`src/rtl/mgmt_phy_pkg.sv`:
```
package mgmt_phy_pkg;

  localparam int PHY_REGS   = 32;
  localparam int PHY_IDX_W  = $clog2(PHY_REGS);
  localparam int PHY_DW     = 16;
  localparam int PHY_AW     = 5;

  // bit positions inside the modelled PHY registers
  localparam int CTL_SELF_RESET = 15;
  localparam int CTL_AUTONEG    = 12;
  localparam int STS_AN_DONE    = 5;
  localparam int STS_LINK       = 2;

  // field positions in the address word
  localparam int AW_REG_LSB = 0;
  localparam int AW_PHY_LSB = 8;

  typedef struct packed {
    logic                 phyWrite;
    logic [PHY_IDX_W-1:0] regIdx;
    logic [PHY_DW-1:0]    wdata;
  } phyStrobe_t;

  function automatic logic [PHY_DW-1:0] phyResetValue(input int idx, input logic link);
    logic [PHY_DW-1:0] v;
    case (idx)
      0: v = 16'h1140;
      1: begin
        v = 16'h7968;
        v[STS_AN_DONE] = link;
        v[STS_LINK]    = link;
      end
      2: v = 16'h0022;
      3: v = 16'h1550;
      4: v = 16'h01E1;
      5: v = 16'hCDE1;
      default: v = '0;
    endcase
    return v;
  endfunction

endpackage

```
`src/rtl/mgmt_regif_ctrl.sv`:
```
module mgmt_regif_ctrl
  import mgmt_phy_pkg::*;
#(
  parameter int BUS_AW  = 4,
  parameter int OWN_PHY = 1
) (
  input  logic                 clk,
  input  logic                 rstN,
  input  logic                 wrValid,
  input  logic [BUS_AW-1:0]    wrAddr,
  input  logic [31:0]          wrData,
  input  logic                 rdValid,
  input  logic [BUS_AW-1:0]    rdAddr,
  output logic [31:0]          rdData,
  output logic                 rdDataValid,
  input  logic [PHY_DW-1:0]    phyRdData,
  output phyStrobe_t           strb,
  output logic [PHY_AW-1:0]    phyAddrQ,
  output logic [PHY_IDX_W-1:0] regAddrQ,
  output logic [PHY_DW-1:0]    resultQ
);

  localparam logic [BUS_AW-1:0] W_ADDR   = BUS_AW'(0);
  localparam logic [BUS_AW-1:0] W_CDATA  = BUS_AW'(1);
  localparam logic [BUS_AW-1:0] W_CMD    = BUS_AW'(2);
  localparam logic [BUS_AW-1:0] W_RESULT = BUS_AW'(3);
  localparam logic [PHY_AW-1:0] OWN_ADDR = PHY_AW'(OWN_PHY);
  localparam logic [PHY_DW-1:0] NO_PHY   = '1;

  logic [31:0] cdataQ;
  logic [31:0] rdDataQ;
  logic        rdDataValidQ;
  logic        phyHit;
  logic [31:0] readMux;

  assign phyHit = (phyAddrQ == OWN_ADDR);

  always_comb begin
    strb          = '0;
    strb.phyWrite = wrValid && (wrAddr == W_CDATA) && phyHit;
    strb.regIdx   = regAddrQ;
    strb.wdata    = wrData[PHY_DW-1:0];
  end

  always_comb begin
    readMux = '0;
    case (rdAddr)
      W_ADDR: begin
        readMux[AW_REG_LSB +: PHY_IDX_W] = regAddrQ;
        readMux[AW_PHY_LSB +: PHY_AW]    = phyAddrQ;
      end
      W_CDATA:  readMux = cdataQ;
      W_RESULT: readMux[PHY_DW-1:0] = resultQ;
      default:  readMux = '0;
    endcase
  end

  always_ff @(posedge clk) begin
    if (!rstN) begin
      regAddrQ     <= '0;
      phyAddrQ     <= '0;
      cdataQ       <= '0;
      resultQ      <= '0;
      rdDataQ      <= '0;
      rdDataValidQ <= 1'b0;
    end else begin
      rdDataValidQ <= rdValid;
      if (rdValid) rdDataQ <= readMux;
      if (wrValid) begin
        case (wrAddr)
          W_ADDR: begin
            regAddrQ <= wrData[AW_REG_LSB +: PHY_IDX_W];
            phyAddrQ <= wrData[AW_PHY_LSB +: PHY_AW];
          end
          W_CDATA: cdataQ <= wrData;
          W_CMD: begin
            if (wrData[0]) resultQ <= phyHit ? phyRdData : NO_PHY;
          end
          default: ;
        endcase
      end
    end
  end

  assign rdData      = rdDataQ;
  assign rdDataValid = rdDataValidQ;

endmodule

```
`src/rtl/mgmt_phy_file.sv`:
```
module mgmt_phy_file
  import mgmt_phy_pkg::*;
(
  input  logic              clk,
  input  logic              rstN,
  input  logic              linkUp,
  input  phyStrobe_t        strb,
  output logic [PHY_DW-1:0] phyRdData,
  output logic [PHY_DW-1:0] ctrlWordMon,
  output logic [PHY_DW-1:0] statWordMon
);

  logic [PHY_REGS-1:0][PHY_DW-1:0] fileFlat;
  logic linkPrevQ;
  logic linkChange;
  logic bulkReset;
  logic anKick;

  assign linkChange = (linkUp != linkPrevQ);
  assign bulkReset  = strb.phyWrite && (strb.regIdx == '0) && strb.wdata[CTL_SELF_RESET];
  assign anKick     = strb.phyWrite && (strb.regIdx == '0) && strb.wdata[CTL_AUTONEG];

  always_ff @(posedge clk) begin
    linkPrevQ <= linkUp;
  end

  for (genvar gi = 0; gi < PHY_REGS; gi++) begin : g_entry
    logic [PHY_DW-1:0] entryQ;
    logic [PHY_DW-1:0] entryD;
    logic              hitW;

    assign hitW = strb.phyWrite && (strb.regIdx == PHY_IDX_W'(gi));

    always_comb begin
      entryD = bulkReset ? phyResetValue(gi, linkUp) : entryQ;
      if (hitW) entryD = strb.wdata;
      if (gi == 0 && hitW) begin
        entryD[CTL_SELF_RESET] = 1'b0;
        entryD[CTL_AUTONEG]    = 1'b0;
      end
      if (gi == 1) begin
        if (anKick) entryD[STS_AN_DONE] = 1'b1;
        if (linkChange) begin
          entryD[STS_AN_DONE] = linkUp;
          entryD[STS_LINK]    = linkUp;
        end
      end
    end

    always_ff @(posedge clk) begin
      if (!rstN) entryQ <= phyResetValue(gi, linkUp);
      else       entryQ <= entryD;
    end

    assign fileFlat[gi] = entryQ;
  end

  assign phyRdData   = fileFlat[strb.regIdx];
  assign ctrlWordMon = fileFlat[0];
  assign statWordMon = fileFlat[1];

endmodule

```
`src/rtl/mgmt_phy_top.sv`:
```
module mgmt_phy_top
  import mgmt_phy_pkg::*;
#(
  parameter int BUS_AW  = 4,
  parameter int OWN_PHY = 1
) (
  input  logic              clk,
  input  logic              rstN,
  input  logic              linkUp,
  input  logic              wrValid,
  output logic              wrReady,
  input  logic [BUS_AW-1:0] wrAddr,
  input  logic [31:0]       wrData,
  input  logic              rdValid,
  output logic              rdReady,
  input  logic [BUS_AW-1:0] rdAddr,
  output logic [31:0]       rdData,
  output logic              rdDataValid
);

  phyStrobe_t           strb;
  logic [PHY_DW-1:0]    phyRdData;
  logic [PHY_AW-1:0]    phyAddrMon;
  logic [PHY_IDX_W-1:0] regAddrMon;
  logic [PHY_DW-1:0]    resultMon;
  logic [PHY_DW-1:0]    ctrlWordMon;
  logic [PHY_DW-1:0]    statWordMon;

  assign wrReady = 1'b1;
  assign rdReady = 1'b1;

  mgmt_regif_ctrl #(.BUS_AW(BUS_AW), .OWN_PHY(OWN_PHY)) ctrl_i (
    .clk(clk), .rstN(rstN),
    .wrValid(wrValid), .wrAddr(wrAddr), .wrData(wrData),
    .rdValid(rdValid), .rdAddr(rdAddr), .rdData(rdData), .rdDataValid(rdDataValid),
    .phyRdData(phyRdData), .strb(strb),
    .phyAddrQ(phyAddrMon), .regAddrQ(regAddrMon), .resultQ(resultMon)
  );

  mgmt_phy_file file_i (
    .clk(clk), .rstN(rstN), .linkUp(linkUp), .strb(strb),
    .phyRdData(phyRdData), .ctrlWordMon(ctrlWordMon), .statWordMon(statWordMon)
  );

endmodule

```
`config.mk`:
```
export PLATFORM = sky130hd
export DESIGN_NAME = mgmt_phy_top
export DESIGN_NICKNAME = d
export VERILOG_FILES = /design/src/rtl/mgmt_phy_pkg.sv /design/src/rtl/mgmt_regif_ctrl.sv /design/src/rtl/mgmt_phy_file.sv /design/src/rtl/mgmt_phy_top.sv
export SDC_FILE = /design/constraint.sdc
export NUM_CORES = 1
export LEC_CHECK = 0
export BUFFER_PORTS_ARGS = -buffer_cell sky130_fd_sc_hd__clkbuf_2
export CORE_MARGIN = 1.5
export CORE_UTILIZATION = 45
export DETAILED_ROUTE_END_ITERATION = 12
export HOLD_SLACK_MARGIN = 0.15
export PLACE_DENSITY = 0.59
export SYNTH_ARGS = -nofsm -noshare
export SYNTH_HDL_FRONTEND = slang
export SYNTH_SLANG_ARGS = --single-unit
```
`constraint.sdc`:
```
create_clock -name clk -period 6 [get_ports clk]
set_clock_uncertainty 0.2 [all_clocks]
set_input_delay 1.2 -clock clk [delete_from_list [all_inputs] [get_ports clk]]
set_output_delay 1.2 -clock clk [all_outputs]
set_load 0.02 [all_outputs]
```
==> results.txt, run 1 <==
The count of maximum capacitance violations came out at 0. The minimum clock period is 3852 ps. Setup violations remaining at the end of the flow were counted as 0. 80 I/O pins were placed.

At the worst endpoint, the required time is 6260 ps. The largest individual stage delay along the critical path comes from the cell nor4_1. In this run the mean area of a mapped cell was 9.536 µm². The area share of and/or/nand/nor cells after synthesis came out at between 10% and 20%.

The first detailed-routing pass ran for 7 iterations. The synthesized netlist devotes 0% of its cell area to adder and majority cells. The congestion estimate from routability-driven global placement came to 0.8642. No sink is reached through more buffers than the 3 on the longest clock path. The number of diodes added for antenna fixing is 0. The cell at the root of the clock tree is clkbuf_16. The layout net count came out at 2533. Static timing analysis puts the maximum clock frequency at 259.6 MHz. For this run, asynchronously set or reset flops after synthesis account for 0%.

The number of buffers inserted by post-CTS setup repair came out at 0. The synthesized netlist devotes roughly 16% of its cell area to compound gates. The all-layer global routing usage is 25.06%. The flip-flop and latch count after synthesis is 604. The post-cts hold buffer count came out at 0.

The commonest register cell after synthesis is dfxtp_1. The overall via count from detail_route came out at 19.51k. The worst setup path is captured at a flop. The worst path uses 64.20% of the clock period. The initial utilization of the core area, before any placement, comes to 45.78%. The most common cell after layout, fill and taps aside is dfxtp_1. By area, the combinational part of the netlist is dominated by simple AND/OR/NAND/NOR gates. The worst hold margin is 246.0 ps. The worst slew margin relative to its limit is between 10% and 20%. The mux contribution to synthesized area came out at 12.33%.

The share of final-layout standard cells stronger than drive strength 1 is 14.57%. TritonCTS built the clock tree. The CTS sink count is ~600. On the worst path, the slowest cell contributes a delay of 1160 ps. The worst endpoint data arrival time came out at 4110 ps.

The total overflow left after global routing is 0. Of all nets on the critical path, the largest fanout is 15. The classification of the worst-slack hold path is flop to flop. The height of the die came out at 237.7 µm.

The pin count of the biggest net entering global routing is roughly 180. The area added between synthesis and finish came out at 9.623%. The total count of max-transition violations in the final report came to 0. The number of global-route vias before repair came to 18.21k. The floorplan die area is between 50000 and 60000 µm². The hold violation total from the final report was 0. The placeable core region came out at 54130 µm². The HPWL after detailed placement is 44310 µm. The worst voltage drop across the vdd grid came out at 0.0002304 V. The clock latency on the worst-skew pair came out at 630 ps. The number of instances in the synthesized netlist came out at 2599.

The number of levels in the clock H-tree came out at 2. The cell area after technology mapping is 24780 µm². The flow ran to the end, and the final reports show no timing, DRC or antenna violations. The count of unique library cells instantiated by Yosys came out at 59. Yosys printed 0 warnings. The detailed router finished its first iteration with approximately 1.6k violations.

The leakage dissipation is 8.756 nW. The worst setup path is launched from a primary input. The xor and xnor fraction of the mapped netlist area came out at 0.03534%. Post-CTS repair changed the size of 0 cells. At the pin with the least slew margin, the transition time is 1280 ps.

The clock transition time at the flip-flop clock pins of the worst setup and hold paths is 60 ps. Traced cell by cell, the critical path runs through clkbuf_2 > nor4b_1 > and3_1 > nand3b_1 > nor4_1 > nor3_1. Dividing the detail-routed via count by the number of cells gives 6.028. For this run, the register share of the synthesized area comes to 48.87%. The total negative slack for setup checks came out at 0 ps. For this run, design rule violations remaining after detail routing come to 0. The critical path class is primary input to flop.

The top cell types in the final layout, fill and taps aside, are dfxtp_1 (599), nand3_1 (491), o21ai_1 (433), nand2_1 (137), mux2i_1 (105). The die outline width came out at 237.7 µm. In the final routed layout, each cell accounts on average for 22.16 µm. The global-route wire length before repair came out at 109300 µm. The remaining antenna violation count came out at 0. Port buffering added 77 buffers. In this run the core area contains 85 standard-cell rows.

The initial antenna violation count came out at 0. The number of CTS-inserted buffers is between 60 and 70. The cell area power density came out at 312.5 nW/µm². Setup repair after global routing left no endpoint under its margin. Yosys mapped a number of flops with a built-in enable equal to 2. The total wire length is 71710 µm.
## Yosys cell counts (all sizes together), types with 3 or more instances
cell type / n / area [µm²]
nor4b: 3 / 41.29
nor4: 12 / 87.58
o21ai: 489 / 2504
nor2: 51 / 193.9
a211oi: 10 / 75.07
a2bb2oi: 10 / 87.58
clkbuf: 150 / 563.0
nand2: 139 / 521.8
nand2b: 4 / 25.02
inv: 3 / 11.26
a221oi: 9 / 78.83
nor3: 41 / 216.5
a211o: 4 / 35.03
buf: 141 / 923.4
and3: 11 / 68.82
nor2b: 12 / 75.07
and2: 5 / 31.28
a22o: 19 / 166.4
o32a: 8 / 80.08
a2111oi: 7 / 61.31
dfxtp: 602 / 12050
nand3: 523 / 2823
mux4: 87 / 1982
o31ai: 3 / 22.52
o22ai: 36 / 225.2
nand3b: 3 / 26.27
nor3b: 3 / 50.05
mux2i: 105 / 1051
a222oi: 10 / 100.1
a21oi: 79 / 395.4
## where the power goes
group	internal, mW	total (mW)	switching, mW
sequential	4.02	4.03	0.0119
combinational	0.0558	0.272	0.216
clock	2.56	4.19	1.62
## critical path, delay by kind of cell
family | cells | cell delay, ps
simple gates | 5 | 2730
buf+inv | 1 | 150
## flip-flops by register name (all words and copies together), names as in the netlist
| name | flops |
|---|---|
| ctrl_i.cdataQ | 32 |
| ctrl_i.phyAddrQ | 5 |
| ctrl_i.rdData | 32 |
| ctrl_i.rdDataValid | 1 |
| ctrl_i.regAddrQ | 5 |
| ctrl_i.resultQ | 16 |
| file_i.ctrlWordMon | 16 |
| file_i.g_entry.entryQ | 480 |
| file_i.linkPrevQ | 1 |
| file_i.statWordMon | 16 |
## cells by family after synthesis
logic type / count (synthesis)
simple gates: 812
compound gates: 693
flops: 604
buf+inv: 294
mux: 194
xor+xnor: 1
other cells: 1
## routing by layer
layer	track usage (%)	part of all wire (%)	wire (µm)
met1	33.11	43	30830
met3	4.355	6.9	4919
met2	40.33	46	32990
met5	0	0	0
met4	10.89	4.1	2966
## per-stage QoR
stage	power, mW	instances	instance area, µm²	setup slack, ps	utilization [%]
final	8.489	3236	27170	2148	50.19
after global routing	8.712	3236	27170	2018	50.19
after CTS	8.549	3236	27170	2268	50.19
after detailed placement	4.388	3121	24930	1636	46.06
after global placement	4.385	3121	24930	1630	46.06
after floorplan	4.286	2600	24790	3018	-
## final cells by class
type	instances	area, µm²
flip-flops and latches	604	12120
multi-input cells	1702	11200
clock buffers	90	1817
clock inverters	25	419.2
fillers	4972	26960
repair buffers	116	728.2
inverters	3	11.26
well taps	696	870.8
## path summary, 6_finish.rpt
kind / startpoint / end / slack [ps] / depth (start not counted)
setup / recovery: wrAddr[0] / ctrl_i.resultQ[1]$_SDFFE_PN0P_ / 2150 / 6
hold / removal: file_i.ctrlWordMon[12]$_SDFFE_PN1P_ / file_i.ctrlWordMon[12]$_SDFFE_PN1P_ / 250 / 2
hold reg to reg: file_i.ctrlWordMon[12]$_SDFFE_PN1P_ / file_i.ctrlWordMon[12]$_SDFFE_PN1P_ / 250 / 2
setup reg to reg: ctrl_i.regAddrQ[3]$_SDFFE_PN0P_ / file_i.g_entry[10].entryQ[14]$_SDFFE_PN0P_ / 2200 / 4
Power figures use the tool's default switching activity.
==> run 2: changes to the inputs <==
- ABC_AREA: unset -> 1
- clock period: 6 -> 3.6 ns (I/O delays scaled with it)
==> run 2 against run 1 <==
  * Area after synthesis grew 9.8%
  * Final cell count rose by 53%
  * Clock power rose by 66%
  * Non-clock buffer count grew 49
  * Register-to-register slack got worse by 1600 ps
  * Synthesized cell count grew 62%
  * Hold slack worse by 68 ps
  * Worst setup slack got worse by 1500 ps
  * Utilization increased by 0.81 points
==> results.txt, run 2 <==
The run finished with clean final reports. The all-layer global routing usage came out at between 20% and 30%. The setup slack of the most critical reg-to-reg path came out at 610 ps. The startpoint kind of the worst setup timing path is a flop. The flip-flop count of the largest register, all copies and words added is 480.

The total count of max-transition violations in the final report is 0. The routed design could run at a clock period as short as 2989 ps. For this run, the slowest stage of the critical path takes 460 ps. Buffers placed on the I/O ports in this run total 77. The share of final-layout standard cells stronger than drive strength 1 is 8.333%.

The kind of cell with the highest combined delay along the critical path is buffers and inverters. The most used flip-flop cell after synthesis is dfxtp_1. The clock transition time at the flip-flop clock pins of the worst setup and hold paths came out at 60 ps. The overall via count from detail_route is 26.55k. The critical path class is flop to flop.

The cell count after synthesis came out at 4214. The number of buffers inserted by post-CTS setup repair is 0. The cell area after technology mapping is 27210 µm². Sorting the synthesized cells by area gives the leading types as dfxtp_1 (44%), nand2_1 (29%), a21oi_1 (10%). The number of global-route vias before repair is between 20k and 25k. The number of levels in the clock H-tree came out at 3. The leakage dissipation came out at 11.98 nW.

Max-cap violations in this run came to 0. The number of placement rows came out at 89. The worst flop-to-flop path endpoint is file_i.g_entry[8].entryQ[7]$_SDFFE_PN0P_. For this configuration, the core starts out at a cell density of 45.85%.

The filler cell count in the final layout came out at 6121. The via density per instance came out at 5.351. The flip-flop and latch count after synthesis is 604. The worst voltage drop across the vdd grid is 0.0003224 V.

The tightest min-delay check is of the primary input to flop type. The largest register by flop count is file_i.g_entry.entryQ. STA puts the critical path data arrival time at 3320 ps. The clock latency on the worst-skew pair came out at 630 ps. In this run the cell area measured after placement is around 28000 µm². The number of CTS-inserted buffers came out at 67. Counting instances in the post-synthesis netlist gives the leading cell types as nand2_1 (2137), dfxtp_1 (602), a21oi_1 (570). Measured against its own limit, the worst slew margin works out to 15.24%. Traced cell by cell, the critical path runs through nor2_4 > buf_4 > inv_1 > nor2_1 > inv_1 > nor2_2 > buf_4 > nand2_1 > a21oi_1. Of all cell types, the one taking the most synthesized area is dfxtp_1. The floorplan die area came out at 61960 µm². A synthesized cell averages 6.458 µm². The critical register-to-register path startpoint is ctrl_i.regAddrQ[1]$_SDFFE_PN0P_. The required arrival time at the worst endpoint came out at 3930 ps.

The worst hold margin is around 180 ps. The detailed-placement wirelength estimate came out at 57860 µm. The clock passes through at most 3 buffers.

The library cells used most frequently in the layout, excluding fill and tap cells, are nand2_1 (2137), dfxtp_1 (600), a21oi_1 (570), nor2_1 (179), nand3_1 (124). The worst register-to-register path has a depth of 9. At the pin with the least slew margin, the transition time is 1271 ps.

TritonCTS built the clock tree. The final RePlAce weighted congestion came out at 0.9230. The total negative slack for setup checks came out at 0 ps. Following the worst setup path forward leads to its endpoint at file_i.g_entry[8].entryQ[7]$_SDFFE_PN0P_. The remaining global-route overflow is 0. The root buffer cell chosen for the clock tree is clkbuf_16. The die outline width is 248.9 µm. The final layout contains between 4k and 5k nets. The total non-filler cell area in the finished layout came out at 30270 µm².

The ratio of final minimum period to clock period came out at 83.03%. The beginning of the critical path is ctrl_i.regAddrQ[1]$_SDFFE_PN0P_. The post-detailed-route DRC marker count is 0.

The area added between synthesis and finish came out at 11.24%. The first global-routing pass estimated 145700 µm of wire. The violation count after the first detailed-route iteration came out at 2774.

Dividing total power by cell area gives a power density of 472.8 nW/µm². Derived from the worst setup path, the maximum achievable clock frequency is around 330 MHz. The number of diodes added for antenna fixing came out at 0.

For this block, the routed nets add up to 95070 µm of wire. The remaining antenna violation count came out at 0. The share of synthesized area in the top cell type comes to 44.29%. nand2_1 is the most common cell in the netlist. The pin count of the biggest net entering global routing is about 170. The Yosys step of the flow raised 0 warnings. The worst setup path is captured at a flop. The number of enable-type register cells in the synthesized netlist came out at 2. The slowest stage of the critical path is the dfxtp_4 cell.

The final number of setup-violating endpoints is 0. After floorplanning, the core was sized to cover 59350 µm². The critical path depth in cells came out at 9.

The most common cell after layout, fill and taps aside is nand2_1. The total power is 14.31 mW. The I/O pin count came out at 80. Setup repair after global routing left no endpoint under its margin. The hold violation total from the final report is 0.

For this design, the sink count on the clock tree is 604. The initial antenna violation count came to 0. The average wire length per cell after detail routing came out at approximately 19 µm.

Sequential cells were found to cover 44.51% of the synthesized design area. The buffer and inverter count on the worst path came out at 4. The first-pass detailed-route iteration total is 5. From bottom edge to top edge, the die measures 248.9 µm. The proportion of register bits with asynchronous set or reset after synthesis came out at 0%. Of all nets on the critical path, the largest fanout is 28. Synthesis instantiated 30 different standard cells from the library.
run 2: cell count changes in the layout (fill, tap and decap cells not counted), sizes merged, moves of 34 or more:
cell / change
mux4: -87
a21oi: +491
o21ai: -371
nand3: -397
nor3: -40
nand2: +2002
buf: +37
nor2: +168
mux2i: -105
o22ai: -34
inv: +84
run 2: cell type report:
class                   instances  area (µm²)  share of cell area, %
clock buffers                 104        2028                  6.700
clock inverters                15       183.9                 0.6076
inverters                      93       362.8                  1.199
multi-input cells            3207       13430                  44.36
flip-flops and latches        604       12120                  40.03
well taps                     773       967.2                  3.195
repair buffers                165        1181                  3.902
run 2: repair_timing:
| action | 4_1_cts | 5_1_grt |
|---|---|---|
| hold buffers | 13 | 0 |
| gates resized for setup | 0 | 0 |
| endpoints found under the setup margin | 0 | 0 |
| hold endpoints to repair | 13 | 0 |
run 2: kinds of logic after synthesis:
kind of cell | after synthesis | synth area share [%]
simple gates | 2492 | 35.95
buf+inv | 404 | 6.170
flops | 604 | 44.51
compound gates | 713 | 13.36
other cells | 1 | 0.01378
run 2: worst min-delay path by stage:
stage	from	endpoint	slack, ps	cells past startpoint
2_1_floorplan	file_i.ctrlWordMon[15]$_SDFFE_PP0P_	file_i.ctrlWordMon[15]$_SDFFE_PP0P_	220	2
3_3_place_gp	file_i.ctrlWordMon[15]$_SDFFE_PP0P_	file_i.ctrlWordMon[15]$_SDFFE_PP0P_	230	2
3_5_place_dp	file_i.ctrlWordMon[15]$_SDFFE_PP0P_	file_i.ctrlWordMon[15]$_SDFFE_PP0P_	230	2
4_1_cts	wrData[19]	ctrl_i.cdataQ[19]$_SDFFE_PN0P_	150	3
5_1_grt	wrData[19]	ctrl_i.cdataQ[19]$_SDFFE_PN0P_	190	3
6_report	wrData[19]	ctrl_i.cdataQ[19]$_SDFFE_PN0P_	180	3
run 2: worst reg2reg max path: cells and delay by family (launching register included):
family,cells,cell delay (ps)
AOI/OAI and AO/OA,1,170
buffers and inverters,4,1090
and+or+nand+nor,4,970
DFF,1,460
run 2: per-stage QoR:
stage               util [%]  setup slack [ps]  instances
floorplan                  -              1218       4215
detailed placement     47.06             534.0       4829
global placement       47.06             519.0       4829
CTS                    51.00             662.6       4961
global route           51.00             501.8       4961
finish                 51.00             611.1       4961
run 2: power breakdown:
group	switching [mW]	leakage, nW	internal (mW)
Sequential	0.0166	4.88	6.71
Clock	2.86	1.09	4.10
Combinational	0.500	6.01	0.116
Total	3.38	12.0	10.9
run 2: routing by layer:
layer	GRT usage, %	share of wire, %	up-vias
met1	42.44	45	12350
li1	-	-	13090
met2	46.49	44	941
met5	0	0	-
met4	9.728	3.1	0
met3	4.817	7.7	169
